### src/rtl/padcal_pkg.sv
package padcal_pkg;

    typedef enum logic [1:0] {
        CAL_IDLE = 2'd0,
        CAL_WARM = 2'd1,
        CAL_RUN  = 2'd2
    } cal_state_e;

endpackage

### src/rtl/padcal_clk_div.sv
module padcal_clk_div #(
    parameter int DIV_W = 3
) (
    input  logic             clk_i,
    input  logic             rst_ni,
    input  logic             en_i,
    input  logic [DIV_W-1:0] div_i,
    output logic             tick_o
);

    typedef struct packed {
        logic [DIV_W-1:0] cnt;
    } div_regs_t;

    div_regs_t div_d, div_q;

    // Counter rests at zero while disabled, so the first enabled cycle ticks.
    always_comb begin
        div_d = div_q;
        if (!en_i) begin
            div_d.cnt = '0;
        end else if (div_q.cnt >= div_i) begin
            div_d.cnt = '0;
        end else begin
            div_d.cnt = div_q.cnt + 1'b1;
        end
    end

    assign tick_o = en_i && (div_q.cnt == '0);

    always_ff @(posedge clk_i) begin
        if (!rst_ni) begin
            div_q <= '0;
        end else begin
            div_q <= div_d;
        end
    end

endmodule

### src/rtl/padcal_refresh_timer.sv
module padcal_refresh_timer #(
    parameter int REF_W = 32
) (
    input  logic             clk_i,
    input  logic             rst_ni,
    input  logic             run_i,
    input  logic             clear_i,
    input  logic [REF_W-1:0] period_i,
    output logic             fire_o
);

    localparam logic [REF_W-1:0] ONE = {{(REF_W-1){1'b0}}, 1'b1};

    typedef struct packed {
        logic [REF_W-1:0] cnt;
    } ref_regs_t;

    ref_regs_t ref_d, ref_q;
    logic      period_nz;

    assign period_nz = (period_i != '0);
    // A compare with >= keeps the timer firing if the period shrinks mid-count.
    assign fire_o    = run_i && period_nz && (ref_q.cnt >= (period_i - ONE));

    always_comb begin
        ref_d = ref_q;
        if (clear_i) begin
            ref_d.cnt = '0;
        end else if (run_i && period_nz) begin
            if (fire_o) begin
                ref_d.cnt = '0;
            end else begin
                ref_d.cnt = ref_q.cnt + ONE;
            end
        end
    end

    always_ff @(posedge clk_i) begin
        if (!rst_ni) begin
            ref_q <= '0;
        end else begin
            ref_q <= ref_d;
        end
    end

endmodule

### src/rtl/padcal_dll_track.sv
module padcal_dll_track (
    input  logic clk_i,
    input  logic rst_ni,
    input  logic on_i,
    input  logic off_i,
    input  logic lock_i,
    output logic en_o,
    output logic locked_o
);

    typedef struct packed {
        logic en;
        logic locked;
    } dll_regs_t;

    dll_regs_t dll_d, dll_q;

    always_comb begin
        dll_d = dll_q;
        if (off_i) begin
            dll_d.en = 1'b0;
        end else if (on_i) begin
            dll_d.en = 1'b1;
        end
        // Lock is only reported while the loop is (or becomes) enabled.
        dll_d.locked = dll_d.en && lock_i;
    end

    assign en_o     = dll_q.en;
    assign locked_o = dll_q.locked;

    always_ff @(posedge clk_i) begin
        if (!rst_ni) begin
            dll_q <= '0;
        end else begin
            dll_q <= dll_d;
        end
    end

endmodule

### src/rtl/padcal_sequencer.sv
module padcal_sequencer
    import padcal_pkg::*;
#(
    parameter int STARTUP_W = 9,
    parameter int DIV_W     = 3,
    parameter int REF_W     = 32
) (
    input  logic                 clk_i,
    input  logic                 rst_ni,
    input  logic [STARTUP_W-1:0] cfg_startup_i,
    input  logic                 cfg_keep_on_i,
    input  logic [DIV_W-1:0]     cfg_clk_div_i,
    input  logic [REF_W-1:0]     cfg_refresh_i,
    input  logic                 cmd_dll_on_i,
    input  logic                 cmd_dll_off_i,
    input  logic                 cmd_cal_start_i,
    input  logic                 stat_rd_i,
    output logic                 ana_pwr_o,
    output logic                 ana_req_o,
    output logic                 ana_clk_en_o,
    input  logic                 ana_ack_i,
    output logic                 dll_en_o,
    input  logic                 dll_lock_i,
    output logic                 cal_busy_o,
    output logic                 dll_locked_o,
    output logic                 refresh_done_o
);

    localparam logic [STARTUP_W-1:0] WAIT_ONE = {{(STARTUP_W-1){1'b0}}, 1'b1};

    typedef struct packed {
        cal_state_e           st;
        logic [STARTUP_W-1:0] wait_cnt;
        logic                 warm;
        logic                 is_refresh;
        logic                 ran_once;
        logic                 ref_done;
    } seq_regs_t;

    seq_regs_t seq_d, seq_q;

    logic ref_fire;
    logic ref_run;
    logic cal_end;
    logic start_ok;

    assign cal_end  = (seq_q.st == CAL_RUN) && ana_ack_i;
    assign start_ok = (seq_q.st == CAL_IDLE) && (cmd_cal_start_i || ref_fire);
    assign ref_run  = (seq_q.st == CAL_IDLE) && seq_q.ran_once;

    always_comb begin
        seq_d = seq_q;
        unique case (seq_q.st)
            CAL_IDLE: begin
                if (start_ok) begin
                    seq_d.is_refresh = !cmd_cal_start_i;
                    if (seq_q.warm || (cfg_startup_i == '0)) begin
                        seq_d.st = CAL_RUN;
                    end else begin
                        seq_d.st       = CAL_WARM;
                        seq_d.wait_cnt = cfg_startup_i - WAIT_ONE;
                    end
                end
            end
            CAL_WARM: begin
                if (seq_q.wait_cnt == '0) begin
                    seq_d.st = CAL_RUN;
                end else begin
                    seq_d.wait_cnt = seq_q.wait_cnt - WAIT_ONE;
                end
            end
            CAL_RUN: begin
                if (ana_ack_i) begin
                    seq_d.st       = CAL_IDLE;
                    seq_d.ran_once = 1'b1;
                end
            end
            default: seq_d.st = CAL_IDLE;
        endcase

        seq_d.warm = cfg_keep_on_i && (seq_q.warm || cal_end);

        if (cal_end && seq_q.is_refresh) begin
            seq_d.ref_done = 1'b1;
        end else if (stat_rd_i) begin
            seq_d.ref_done = 1'b0;
        end
    end

    always_ff @(posedge clk_i) begin
        if (!rst_ni) begin
            seq_q    <= '0;
            seq_q.st <= CAL_IDLE;
        end else begin
            seq_q <= seq_d;
        end
    end

    padcal_clk_div #(
        .DIV_W (DIV_W)
    ) u_clk_div (
        .clk_i  (clk_i),
        .rst_ni (rst_ni),
        .en_i   (seq_q.st == CAL_RUN),
        .div_i  (cfg_clk_div_i),
        .tick_o (ana_clk_en_o)
    );

    padcal_refresh_timer #(
        .REF_W (REF_W)
    ) u_refresh (
        .clk_i    (clk_i),
        .rst_ni   (rst_ni),
        .run_i    (ref_run),
        .clear_i  (cal_end),
        .period_i (cfg_refresh_i),
        .fire_o   (ref_fire)
    );

    padcal_dll_track u_dll (
        .clk_i    (clk_i),
        .rst_ni   (rst_ni),
        .on_i     (cmd_dll_on_i),
        .off_i    (cmd_dll_off_i),
        .lock_i   (dll_lock_i),
        .en_o     (dll_en_o),
        .locked_o (dll_locked_o)
    );

    assign cal_busy_o     = (seq_q.st != CAL_IDLE);
    assign ana_req_o      = (seq_q.st == CAL_RUN);
    assign ana_pwr_o      = (seq_q.st != CAL_IDLE) || seq_q.warm;
    assign refresh_done_o = seq_q.ref_done;

endmodule

### config.mk
export PLATFORM = sky130hd
export DESIGN_NAME = padcal_sequencer
export DESIGN_NICKNAME = d
export VERILOG_FILES = /design/src/rtl/padcal_pkg.sv /design/src/rtl/padcal_clk_div.sv /design/src/rtl/padcal_refresh_timer.sv /design/src/rtl/padcal_dll_track.sv /design/src/rtl/padcal_sequencer.sv
export SDC_FILE = /design/constraint.sdc
export NUM_CORES = 1
export LEC_CHECK = 0
export BUFFER_PORTS_ARGS = -buffer_cell sky130_fd_sc_hd__buf_2
export CORE_ASPECT_RATIO = 0.75
export CORE_UTILIZATION = 55
export DETAILED_ROUTE_END_ITERATION = 7
export GPL_TIMING_DRIVEN = 0
export PLACE_DENSITY_LB_ADDON = 0.1
export SETUP_SLACK_MARGIN = 0.05
export SYNTH_ARGS = -nofsm -noshare
export SYNTH_HDL_FRONTEND = slang
export SYNTH_SLANG_ARGS = --single-unit
### constraint.sdc
create_clock -name clk_i -period 4.9 [get_ports clk_i]
set_clock_uncertainty 0.15 [all_clocks]
set_input_delay 0.735 -clock clk_i [delete_from_list [all_inputs] [get_ports clk_i]]
set_output_delay 0.735 -clock clk_i [all_outputs]
set_load 0.01 [all_outputs]
==> results summary <==
The number of violations of the max-capacitance limit came out at 0. The top fanout value on the critical path came out at 10. The total global-route track usage is 27.4%. The number of enable flip-flop cells after synthesis came out at 0.

The multi-input combinational cells in the finished layout cover a total of 2930 um2. The fraction of power spent switching nets is 29.5%. The post-synthesis register bit count came out at 52.

The required time of the worst setup path came out at 4.95 ns. The die covers 7720 um2. The fraction of registers with async set or reset after synthesis is 0%. The most common library cell in the layout ignoring fill and taps is sky130_fd_sc_hd__nor2_1. The clock sink count is 52.

The run finished with clean final reports. The synthesis-to-layout area growth is 15.6%. The count of different cell masters after synthesis is 57.

The core region is 6960 um2. The minimum setup slack in the final design came out at 0.250 ns. The antenna diode count came out at 0. For this run, the leading register cell type out of synthesis is sky130_fd_sc_hd__dfxtp_1. The largest stage delay on the critical path is ~0.66 ns.

Headroom to the max-slew limit came out at roughly 33%. Data arrives at the worst endpoint at between 4 and 5 ns. The final antenna-violating net count is 0. The number of rows created at floorplan is 26. The final hold violation count is 0. The ratio of final minimum period to clock period is 94.9%. The iteration count of the initial detailed-routing pass came out at 6. STA classifies the critical path startpoint as an input port. The via density per instance came out at between 5 and 6. The detailed placement HPWL is 7.95 mm.

Combinational cells account for between 20 and 25% of the total power. The number of DRC markers after the initial detailed-route iteration came out at 239. The cell count after synthesis is between 500 and 600. The mean instance size in the synthesized netlist came out at 7.88 um2.

The layer flagged by global routing as most heavily used is met2. Traced cell by cell, the critical path runs through buf_2 -> inv_1 -> ha_1 -> nor4b_2 -> nand4b_1 -> xor2_1 -> ha_1 -> nand4_1 -> nor3_1 -> or4b_2 -> a31oi_1 -> o221ai_4 -> buf_6 -> o31ai_1 -> a21oi_1. The final design utilization is 67.3%. In this run the horizontal extent of the chip is 101 um. The fraction of met3 tracks used by global routing came out at 4.40%. During placement, the flow inserted port buffers numbering 59. The number of nets in the final layout is between 600 and 700. The post-place instance area came out at 4470 um2. The cell area after layout is 4680 um2. In this design, the largest share of critical-path delay is due to simple AND/OR/NAND/NOR gates.

The post-synth net total came out at 607. The area used by sequential logic in the layout is 1040 um2. Setup repair after global routing left no endpoint under its margin. The later pin in the worst-skew pair is clocked with a latency of 0.33 ns.

The switching power total came out at 0.298 mW. Counting stages on the worst path, the most repeated cell is sky130_fd_sc_hd__ha_1. Entering global routing, the biggest net connects 16 pins. The final wirelength came out at 10.2 mm. The clock tree buffer depth is 2.

Yosys printed 0 warnings. Summed over all failing endpoints, the final setup total negative slack is 0 ns. Global routing consumed, on the met1 layer, 39.0% of the routing resources.

The die outline height came out at around 76 um. The clock root buffer is sky130_fd_sc_hd__clkbuf_8. The critical path in this run is classified as input port to register. The clock share of power came out at between 30% and 40%. In the layout the commonest cells are 81 x sky130_fd_sc_hd__nor2_1, 62 x sky130_fd_sc_hd__buf_2, 52 x sky130_fd_sc_hd__dfxtp_1. The summed instance area of the synthesized netlist is between 4000 and 5000 um2. The part of the power in registers is 44.4%. The number of buffers added by the clock tree synthesis step came out at 5.

Fill cells in the final layout number 619. STA classifies the critical path endpoint as a register. In this run the worst hold path is classified as register to register.

The worst setup slack after placement is -0.758 ns. The quantity of hold-fixing buffers added after cts is 0. Global routing finished with a remaining overflow of 0. At the end of routability-driven placement, the weighted congestion stood at 0.914.

The sequential cell area fraction in the yosys report is 25.7%. The met2 layer usage reported by global route is 43.5%. The slowest stage of the critical path belongs to the cell sky130_fd_sc_hd__or4b_2. The number of antenna violations at the first check in global routing is 0.

The detail-routed net length per standard cell came out at 15.0 um. The post-route netlist has between 10% and 20% of its cells at a drive strength greater than 1. The tightest hold path in the finished design has a slack of just under 0.3 ns. TritonCTS built the clock tree. The internal power summed over all cells is ~0.71 mW. The slew of the pin with the lowest slew margin is 0.991 ns. CTS built an H-tree with a depth of 2.

The detailed-route via count came out at 3921. The wire length of the first global-routing pass came out at 16.9 mm. The clock-pin slew of the registers on the worst-case setup and hold paths came out at around 0.1 ns. The final count of pins violating max slew was 0. The total setup violations reported at the end of the flow is 0. The I/O pin count is 60. Subtracting the final worst setup slack from the clock period gives approximately 4.6 ns. The achievable clock frequency is roughly 220 MHz. The highest ir drop seen on vdd came out at 0.203 mV. The count of buffer and inverter cells on the critical path came out at 3. The starting density of the core came out at 58.2%. The static leakage came out at 1.85 nW. In the routed design, unresolved DRC markers number 0. The power per cell area came out at 216 nW/um2. The number of global-route vias before repair came out at around 3600.
==> per-stage QoR <==
step           power [mW]  instances
3_5_place_dp        0.668        671
3_3_place_gp        0.662        671
4_1_cts              1.00        679
2_1_floorplan       0.592        514
6_report             1.01        681
5_1_grt              1.05        681
==> synthesized netlist by cell type, drive strengths merged, types with 13 or more instances <==
cell type  instances  area, um2
dfxtp             52       1040
nand3             13       65.1
nand2             38        143
xor2              19        166
ha                40        500
nand4             14       87.6
nor3              24        120
a21oi             25        125
nor4              17        106
nor2              81        304
xnor2             42        368
inv               22       82.6
==> routing by layer <==
metal	part of all wire, %	routed length (um)
met1	49	4990
met2	44	4500
met4	1.0	104
met5	0	0
met3	5.9	606
==> worst paths after layout <==
path	to	cells past startpoint	slack [ns]	startpoint
max reg2reg	seq_q[12]$_SDFFE_PN0P_	11	1.32	seq_q[14]$_SDFFE_PN0P_
max	seq_q[12]$_SDFFE_PN0P_	15	0.25	cfg_refresh_i[0]
min reg2reg	u_clk_div.div_q[0]$_SDFF_PP0_	1	0.30	u_clk_div.div_q[0]$_SDFF_PP0_
min	u_clk_div.div_q[0]$_SDFF_PP0_	1	0.30	u_clk_div.div_q[0]$_SDFF_PP0_
==> power groups by stage <==
stage	combinational (mW)	clock, mW	sequential (mW)
2_1_floorplan	0.138	0	0.454
3_5_place_dp	0.211	0	0.457
6_report	0.224	0.337	0.448
4_1_cts	0.214	0.340	0.448
3_3_place_gp	0.205	0	0.457
5_1_grt	0.248	0.354	0.450
==> worst reg2reg max path: cells and delay by family (launching register included) <==
kind	cells	cell delay [ns]
flip-flops	1	0.44
multiplexers	1	0.25
AO/OA/AOI/OAI	3	0.65
AND/OR/NAND/NOR	3	0.43
adder cells (fa/ha/maj)	1	0.32
buffers and inverters	3	1.19
==> flip-flops by register name, summed over array words and instances, names as in the netlist <==
register and count:
u_clk_div.div_q 3, refresh_done_o 1, u_dll.locked_o 1, u_dll.en_o 1, seq_q 14, u_refresh.ref_q 32
==> cells by family (layout without fill, tap and decap cells) <==
| family | count (synthesis) | after routing | synth area share (%) |
|---|---|---|---|
| buffers and inverters | 34 | 103 | 3.52 |
| XOR/XNOR | 61 | 61 | 13.2 |
| flip-flops | 52 | 52 | 25.7 |
| multiplexers | 9 | 9 | 2.29 |
| adder cells (fa/ha/maj) | 40 | 40 | 12.4 |
| AND/OR/NAND/NOR | 250 | 250 | 31.7 |
| AO/OA/AOI/OAI | 68 | 68 | 11.3 |
==> area by class of cell <==
cell class	count	area share [%]
tap	98	2.62
clock inverter	1	0.641
sequential	52	22.2
inverter	22	1.76
multi-input combinational	428	62.4
clock buffer	7	2.06
buffer	12	1.36
timing repair buffer	61	6.89
==> repair_timing <==
action | CTS | global route
buffers inserted | 0 | 2
resized for setup | 7 | 9
pin swaps | 0 | 4
setup endpoints to repair | 44 | 40
Note: power is estimated with default switching activity, not from simulation.
